`config.mk`:
```
export PLATFORM = sky130hd
export DESIGN_NAME = pll_seq_ctrl
export DESIGN_NICKNAME = d
export VERILOG_FILES = /design/src/rtl/pll_seq_pkg.sv /design/src/rtl/pll_seq_sync.sv /design/src/rtl/pll_seq_timer.sv /design/src/rtl/pll_seq_fsm.sv /design/src/rtl/pll_seq_ctrl.sv
export SDC_FILE = /design/constraint.sdc
export NUM_CORES = 1
export LEC_CHECK = 0
export ABC_AREA = 0
export CAP_MARGIN = 20
export CORE_UTILIZATION = 30
export CTS_CLUSTER_SIZE = 28
export DETAILED_ROUTE_END_ITERATION = 16
export SLEW_MARGIN = 10
export SYNTH_ARGS = -nofsm -noshare
export SYNTH_HDL_FRONTEND = slang
export SYNTH_SLANG_ARGS = --single-unit
```
`constraint.sdc`:
```
create_clock -name clk -period 5.1 [get_ports clk]
set_clock_uncertainty 0.15 [all_clocks]
set_input_delay 1.275 -clock clk [delete_from_list [all_inputs] [get_ports clk]]
set_output_delay 1.275 -clock clk [all_outputs]
set_load 0.02 [all_outputs]
```
`src/rtl/pll_seq_pkg.sv`:
```
package pll_seq_pkg;
   typedef enum logic [2:0] {
      SEQ_IDLE  = 3'd0,
      SEQ_RESET = 3'd1,
      SEQ_VREF  = 3'd2,
      SEQ_RDY   = 3'd3,
      SEQ_LCK   = 3'd4,
      SEQ_DONE  = 3'd5,
      SEQ_FAIL  = 3'd6
   } seq_state_e;
endpackage

```
`src/rtl/pll_seq_sync.sv`:
```
module pll_seq_sync #(
   parameter int WIDTH  = 2,
   parameter int STAGES = 2
) (
   input  logic             clk,
   input  logic             rst_n,
   input  logic [WIDTH-1:0] din,
   output logic [WIDTH-1:0] dout
);
   logic [STAGES-1:0][WIDTH-1:0] stg;

   always_ff @(posedge clk or negedge rst_n) begin
      if (!rst_n) stg <= '0;
      else        stg <= {stg[STAGES-2:0], din};
   end

   assign dout = stg[STAGES-1];
endmodule

```
`src/rtl/pll_seq_timer.sv`:
```
module pll_seq_timer #(
   parameter int CNT_W = 4
) (
   input  logic             clk,
   input  logic             rst_n,
   input  logic             load,
   input  logic [CNT_W-1:0] load_val,
   input  logic             tick,
   output logic [CNT_W-1:0] cnt
);
   always_ff @(posedge clk or negedge rst_n) begin
      if (!rst_n)                 cnt <= '0;
      else if (load)              cnt <= load_val;
      else if (tick && cnt != '0) cnt <= cnt - 1'b1;
   end
endmodule

```
`src/rtl/pll_seq_fsm.sv`:
```
module pll_seq_fsm
   import pll_seq_pkg::*;
#(
   parameter int RST_TICKS  = 10,
   parameter int POLL_TRIES = 15,
   parameter int POLL_GAP   = 1000,
   parameter int CNT_W      = 10,
   parameter int TRY_W      = 4
) (
   input  logic             clk,
   input  logic             rst_n,
   input  logic             go_req,
   input  logic             halt_req,
   input  logic             tick,
   input  logic             rdy_s,
   input  logic             lck_s,
   input  logic [CNT_W-1:0] cnt,
   output logic             tm_load,
   output logic [CNT_W-1:0] tm_val,
   output logic             sw_rst,
   output logic             pll_run,
   output logic             vref_wr,
   output logic             seq_done,
   output logic             lock_fail
);
   localparam logic [CNT_W-1:0] RST_VAL  = CNT_W'(RST_TICKS);
   localparam logic [CNT_W-1:0] GAP_VAL  = CNT_W'(POLL_GAP);
   localparam logic [TRY_W-1:0] LAST_TRY = TRY_W'(POLL_TRIES - 1);

   seq_state_e       st, nxt;
   logic [TRY_W-1:0] tries;
   logic             try_clr, try_inc;
   logic             read_now, bit_seen;

   assign read_now = (cnt == '0);
   assign bit_seen = (st == SEQ_RDY) ? rdy_s : lck_s;

   always_comb begin
      nxt     = st;
      tm_load = 1'b0;
      tm_val  = '0;
      try_clr = 1'b0;
      try_inc = 1'b0;
      if (halt_req) begin
         nxt = SEQ_IDLE;
      end else begin
         unique case (st)
            SEQ_IDLE, SEQ_DONE, SEQ_FAIL: begin
               if (go_req) begin
                  nxt     = SEQ_RESET;
                  tm_load = 1'b1;
                  tm_val  = RST_VAL;
               end
            end
            SEQ_RESET: begin
               if (tick && cnt == CNT_W'(1)) nxt = SEQ_VREF;
            end
            SEQ_VREF: begin
               nxt     = SEQ_RDY;
               tm_load = 1'b1;
               try_clr = 1'b1;
            end
            SEQ_RDY, SEQ_LCK: begin
               if (read_now) begin
                  if (bit_seen) begin
                     nxt     = (st == SEQ_RDY) ? SEQ_LCK : SEQ_DONE;
                     tm_load = 1'b1;
                     try_clr = 1'b1;
                  end else if (tries == LAST_TRY) begin
                     nxt = SEQ_FAIL;
                  end else begin
                     try_inc = 1'b1;
                     tm_load = 1'b1;
                     tm_val  = GAP_VAL;
                  end
               end
            end
            default: nxt = SEQ_IDLE;
         endcase
      end
   end

   always_ff @(posedge clk or negedge rst_n) begin
      if (!rst_n) begin
         st    <= SEQ_IDLE;
         tries <= '0;
      end else begin
         st <= nxt;
         if (try_clr)      tries <= '0;
         else if (try_inc) tries <= tries + 1'b1;
      end
   end

   assign sw_rst    = (st == SEQ_RESET);
   assign vref_wr   = (st == SEQ_VREF);
   assign pll_run   = (st == SEQ_RDY) || (st == SEQ_LCK) || (st == SEQ_DONE);
   assign seq_done  = (st == SEQ_DONE);
   assign lock_fail = (st == SEQ_FAIL);
endmodule

```
`src/rtl/pll_seq_ctrl.sv`:
```
module pll_seq_ctrl #(
   parameter int RST_TICKS   = 10,
   parameter int POLL_TRIES  = 15,
   parameter int POLL_GAP    = 1000,
   parameter int SYNC_STAGES = 2
) (
   input  logic clk,
   input  logic rst_n,
   input  logic go_req,
   input  logic halt_req,
   input  logic tick,
   input  logic core_ready,
   input  logic core_lock,
   output logic sw_rst,
   output logic pll_run,
   output logic vref_wr,
   output logic seq_done,
   output logic lock_fail
);
   localparam int CNT_MAX = (RST_TICKS > POLL_GAP) ? RST_TICKS : POLL_GAP;
   localparam int CNT_W   = $clog2(CNT_MAX + 1);
   localparam int TRY_W   = $clog2(POLL_TRIES + 1);

   generate
      if (RST_TICKS < 1)   begin : g_bad_rst   $error("RST_TICKS must be at least 1");   end
      if (POLL_TRIES < 1)  begin : g_bad_tries $error("POLL_TRIES must be at least 1");  end
      if (POLL_GAP < 1)    begin : g_bad_gap   $error("POLL_GAP must be at least 1");    end
      if (SYNC_STAGES < 2) begin : g_bad_sync  $error("SYNC_STAGES must be at least 2"); end
   endgenerate

   logic [1:0]       stat_s;
   logic [CNT_W-1:0] cnt, tm_val;
   logic             tm_load;

   pll_seq_sync #(.WIDTH(2), .STAGES(SYNC_STAGES)) u_sync (
      .clk  (clk),
      .rst_n(rst_n),
      .din  ({core_lock, core_ready}),
      .dout (stat_s)
   );

   pll_seq_timer #(.CNT_W(CNT_W)) u_timer (
      .clk     (clk),
      .rst_n   (rst_n),
      .load    (tm_load),
      .load_val(tm_val),
      .tick    (tick),
      .cnt     (cnt)
   );

   pll_seq_fsm #(
      .RST_TICKS (RST_TICKS),
      .POLL_TRIES(POLL_TRIES),
      .POLL_GAP  (POLL_GAP),
      .CNT_W     (CNT_W),
      .TRY_W     (TRY_W)
   ) u_fsm (
      .clk      (clk),
      .rst_n    (rst_n),
      .go_req   (go_req),
      .halt_req (halt_req),
      .tick     (tick),
      .rdy_s    (stat_s[0]),
      .lck_s    (stat_s[1]),
      .cnt      (cnt),
      .tm_load  (tm_load),
      .tm_val   (tm_val),
      .sw_rst   (sw_rst),
      .pll_run  (pll_run),
      .vref_wr  (vref_wr),
      .seq_done (seq_done),
      .lock_fail(lock_fail)
   );
endmodule

```
==> insert_results.sql <==
INSERT INTO impl_metrics (metric_group, metric, value, unit) VALUES
('critical_path', 'critical_path.n_buffers_inverters', '2', ''),
('critical_path', 'path_cells', 'inv_1 > nor3_1 > clkdlybuf4s50_1', ''),
('power_and_ir_drop', 'internal_power', '392', 'uW'),
('final_layout', 'layout-drive-gt1-share', '7.04', '%'),
('global_route', 'grt_antenna_before_repair', '0', ''),
('hold_path', 'holdCritPathClass', 'flop to flop', ''),
('drt', 'routed-wl-met2', '1280', 'um'),
('outcome', 'status', 'finished, final reports clean', ''),
('sta', 'post-route-min-period', '3.29', 'ns'),
('clocking', 'clock_path_buffers', '2', ''),
('power_and_ir_drop', 'power.leakage', '0.639', 'nW'),
('final_layout', 'fin_cells', '192', ''),
('sta', 'rsz0062_at_grt', 'no', ''),
('synth', 'synth-seq-area-share', '40.3', '%'),
('critical_path', 'timing.critical_path.from_type', 'flop', ''),
('synth', 'post_synth_num_cell_types', '47', ''),
('drt', 'dr_total_vias', '1035', ''),
('critical_path', 'cp_top_family', 'buffers and inverters', ''),
('place', 'routabilityCongestion', '0.898', ''),
('sta', 'slew-limit-headroom', '38.2', '%'),
('sta', 'hold-worst-slack', '0.207', 'ns'),
('drt', 'drc', '0', ''),
('final_layout', 'mostFrequentLayoutCells', 'sky130_fd_sc_hd__dfrtp_1 (21), sky130_fd_sc_hd__clkdlybuf4s50_1 (11), sky130_fd_sc_hd__nand2_1 (10)', ''),
('critical_path', 'timing.critical_path.to_type', 'primary output', ''),
('sta', 'worst_tran_pin_value', '0.924', 'ns'),
('clocking', 'cts_setup_buffers', '0', ''),
('drt', 'met3_length', '51', 'um'),
('floorplan', 'die_h', '67.9', 'um'),
('synth', 'ys_dominant_reg_cell', 'sky130_fd_sc_hd__dfrtp_1', ''),
('power_and_ir_drop', 'combPwrFrac', '42.6', '%'),
('floorplan', 'die_width', '67.9', 'um'),
('final_layout', 'nets', '154', ''),
('power_and_ir_drop', 'pwr-share-clk', '16.4', '%'),
('synth', 'yosys_warnings', '0', ''),
('final_layout', 'antenna-diode-count', '0', ''),
('clocking', 'insertion_delay', '0.26', 'ns'),
('final_layout', 'mostFrequentLayoutCell', 'sky130_fd_sc_hd__dfrtp_1', ''),
('sta', 'final.period_utilization', '64.5', '%'),
('clocking', 'cts.clk_slew.worst_paths', '0.08', 'ns'),
('synth', 'synth.ff_latch_count', '21', ''),
('clocking', 'cts.sinks', '21', ''),
('clocking', 'post_cts.resized_instances', '0', ''),
('sta', 'setup_tns', '0', 'ns'),
('floorplan', 'io-pin-count', '12', ''),
('critical_path', 'timing.critical_path.fanout_max', '11', ''),
('power_and_ir_drop', 'power.net_switching', '270', 'uW'),
('drt', 'route.top_layer_used', 'met4', ''),
('clocking', 'hold_buffers', '0', ''),
('final_layout', 'areaGrowthSynthToFinish', '14.7', '%'),
('synth', 'synth_enable_flop_cells', '0', ''),
('floorplan', 'row_cnt', '23', ''),
('synth', 'synth-async-reset-ratio', '100', '%'),
('clocking', 'cts_tree', 'done', ''),
('critical_path', 'worst_ep_arrival', '1.86', 'ns'),
('critical_path', 'cp_slowest_cell', 'sky130_fd_sc_hd__clkdlybuf4s50_1', ''),
('drt', 'firstDrtPassIters', '4', ''),
('critical_path', 'setup.worst_path.class', 'flop to primary output', ''),
('clocking', 'cts_max_level', '1', ''),
('floorplan', 'die_area', '0.00461', 'mm2'),
('synth', 'synthesized_netlist_net_count', '143', ''),
('power_and_ir_drop', 'post-layout-total-power', '662', 'uW'),
('power_and_ir_drop', 'power_per_unit_of_standard_cell_area', '443', 'mW/mm2'),
('global_route', 'groute.usage.overall', '12.4', '%'),
('critical_path', 'cp.required', '3.67', 'ns'),
('flow_run', 'drv_cap', '0', ''),
('drt', 'ratio_of_routed_vias_to_standard_cells', '5.39', ''),
('sta', 'timing.final.hold_violations', '0', ''),
('clocking', 'cts_root_buffer', 'sky130_fd_sc_hd__clkbuf_8', ''),
('sta', 'timing.final.max_slew_violations', '0', ''),
('sta', 'fmaxAchievable', '0.304', 'GHz'),
('floorplan', 'fp.coreArea', '0.00409', 'mm2');
-- metal layers --
| metal | global-route usage [%] | up-vias |
|---|---|---|
| met5 | 0 | - |
| met4 | 3.13 | 0 |
| met3 | 1.50 | 2 |
| met2 | 21.0 | 17 |
| met1 | 16.8 | 506 |
| li1 | - | 510 |
-- cell usage after synthesis, types with 4 or more instances --
cell	n	area share, %
sky130_fd_sc_hd__a21oi_1	7	2.7
sky130_fd_sc_hd__dfrtp_1	21	40
sky130_fd_sc_hd__o21ai_0	5	1.9
sky130_fd_sc_hd__xor2_1	4	2.7
sky130_fd_sc_hd__inv_1	8	2.3
sky130_fd_sc_hd__nand2_1	10	2.9
sky130_fd_sc_hd__a211oi_1	4	2.3
sky130_fd_sc_hd__ha_1	4	3.8
sky130_fd_sc_hd__nor2_1	9	2.6
-- flip-flops by register name, summed over array words and instances (netlist names) --
name         count
u_timer.cnt     10
u_fsm.tries      4
u_fsm.st         3
u_sync.dout      2
u_sync.stg       2
-- cell type report --
class	instances	area [um2]
flip-flops and latches	21	526
repair buffers	11	110
fillers	411	2590
well taps	50	62.6
inverters	8	30.0
clock buffers	3	41.3
clock inverters	1	5.00
multi-input cells	98	719
-- final timing paths --
check / from / to / slack, ns / cells after the start
max in group asynchronous: rst_n / u_timer.cnt[6]$_DFFE_PN0P_ / 2.85 / 1
min reg2reg: u_sync.stg[0]$_DFF_PN0_ / u_sync.dout[0]$_DFF_PN0_ / 0.21 / 0
min: u_sync.stg[0]$_DFF_PN0_ / u_sync.dout[0]$_DFF_PN0_ / 0.21 / 0
max reg2reg: u_timer.cnt[0]$_DFFE_PN0P_ / u_fsm.tries[0]$_DFFE_PN0P_ / 2.52 / 7
max: u_fsm.st[0]$_DFFE_PN0P_ / sw_rst / 1.81 / 3
min in group asynchronous: rst_n / u_fsm.tries[3]$_DFFE_PN0P_ / 1.38 / 1
-- metrics by stage --
stage	worst slack, ns	area (um2)	utilization (%)
after floorplan	2.41	1300	-
after global placement	1.70	1450	35.4
after detailed placement	1.63	1450	35.4
after CTS	1.81	1490	36.6
after global routing	1.68	1490	36.6
final	1.81	1490	36.6
-- power groups by stage --
stage	combinational (mW)	sequential (mW)	clock, mW
2_1_floorplan	0.240	0.250	0
3_3_place_gp	0.279	0.271	0
3_5_place_dp	0.284	0.274	0
4_1_cts	0.286	0.271	0.114
5_1_grt	0.321	0.280	0.119
6_report	0.282	0.272	0.109
-- worst reg2reg max path, stage by stage (launching register included) --
cell	delay, ns
sky130_fd_sc_hd__dfrtp_1	0.43
sky130_fd_sc_hd__inv_1	0.08
sky130_fd_sc_hd__ha_1	0.19
sky130_fd_sc_hd__nor3b_2	0.37
sky130_fd_sc_hd__nand3_2	0.17
sky130_fd_sc_hd__o32ai_4	0.67
sky130_fd_sc_hd__nand2_1	0.20
sky130_fd_sc_hd__a21o_1	0.22
-- cells by family after synthesis --
kind of cell	after synthesis	synth area share (%)
XOR/XNOR	6	4.03
AO/OA/AOI/OAI	41	24.2
multiplexers	2	1.54
buffers and inverters	13	4.42
AND/OR/NAND/NOR	45	21.6
adder cells (fa/ha/maj)	4	3.84
flip-flops	21	40.3
Power figures use the tool's default switching activity.
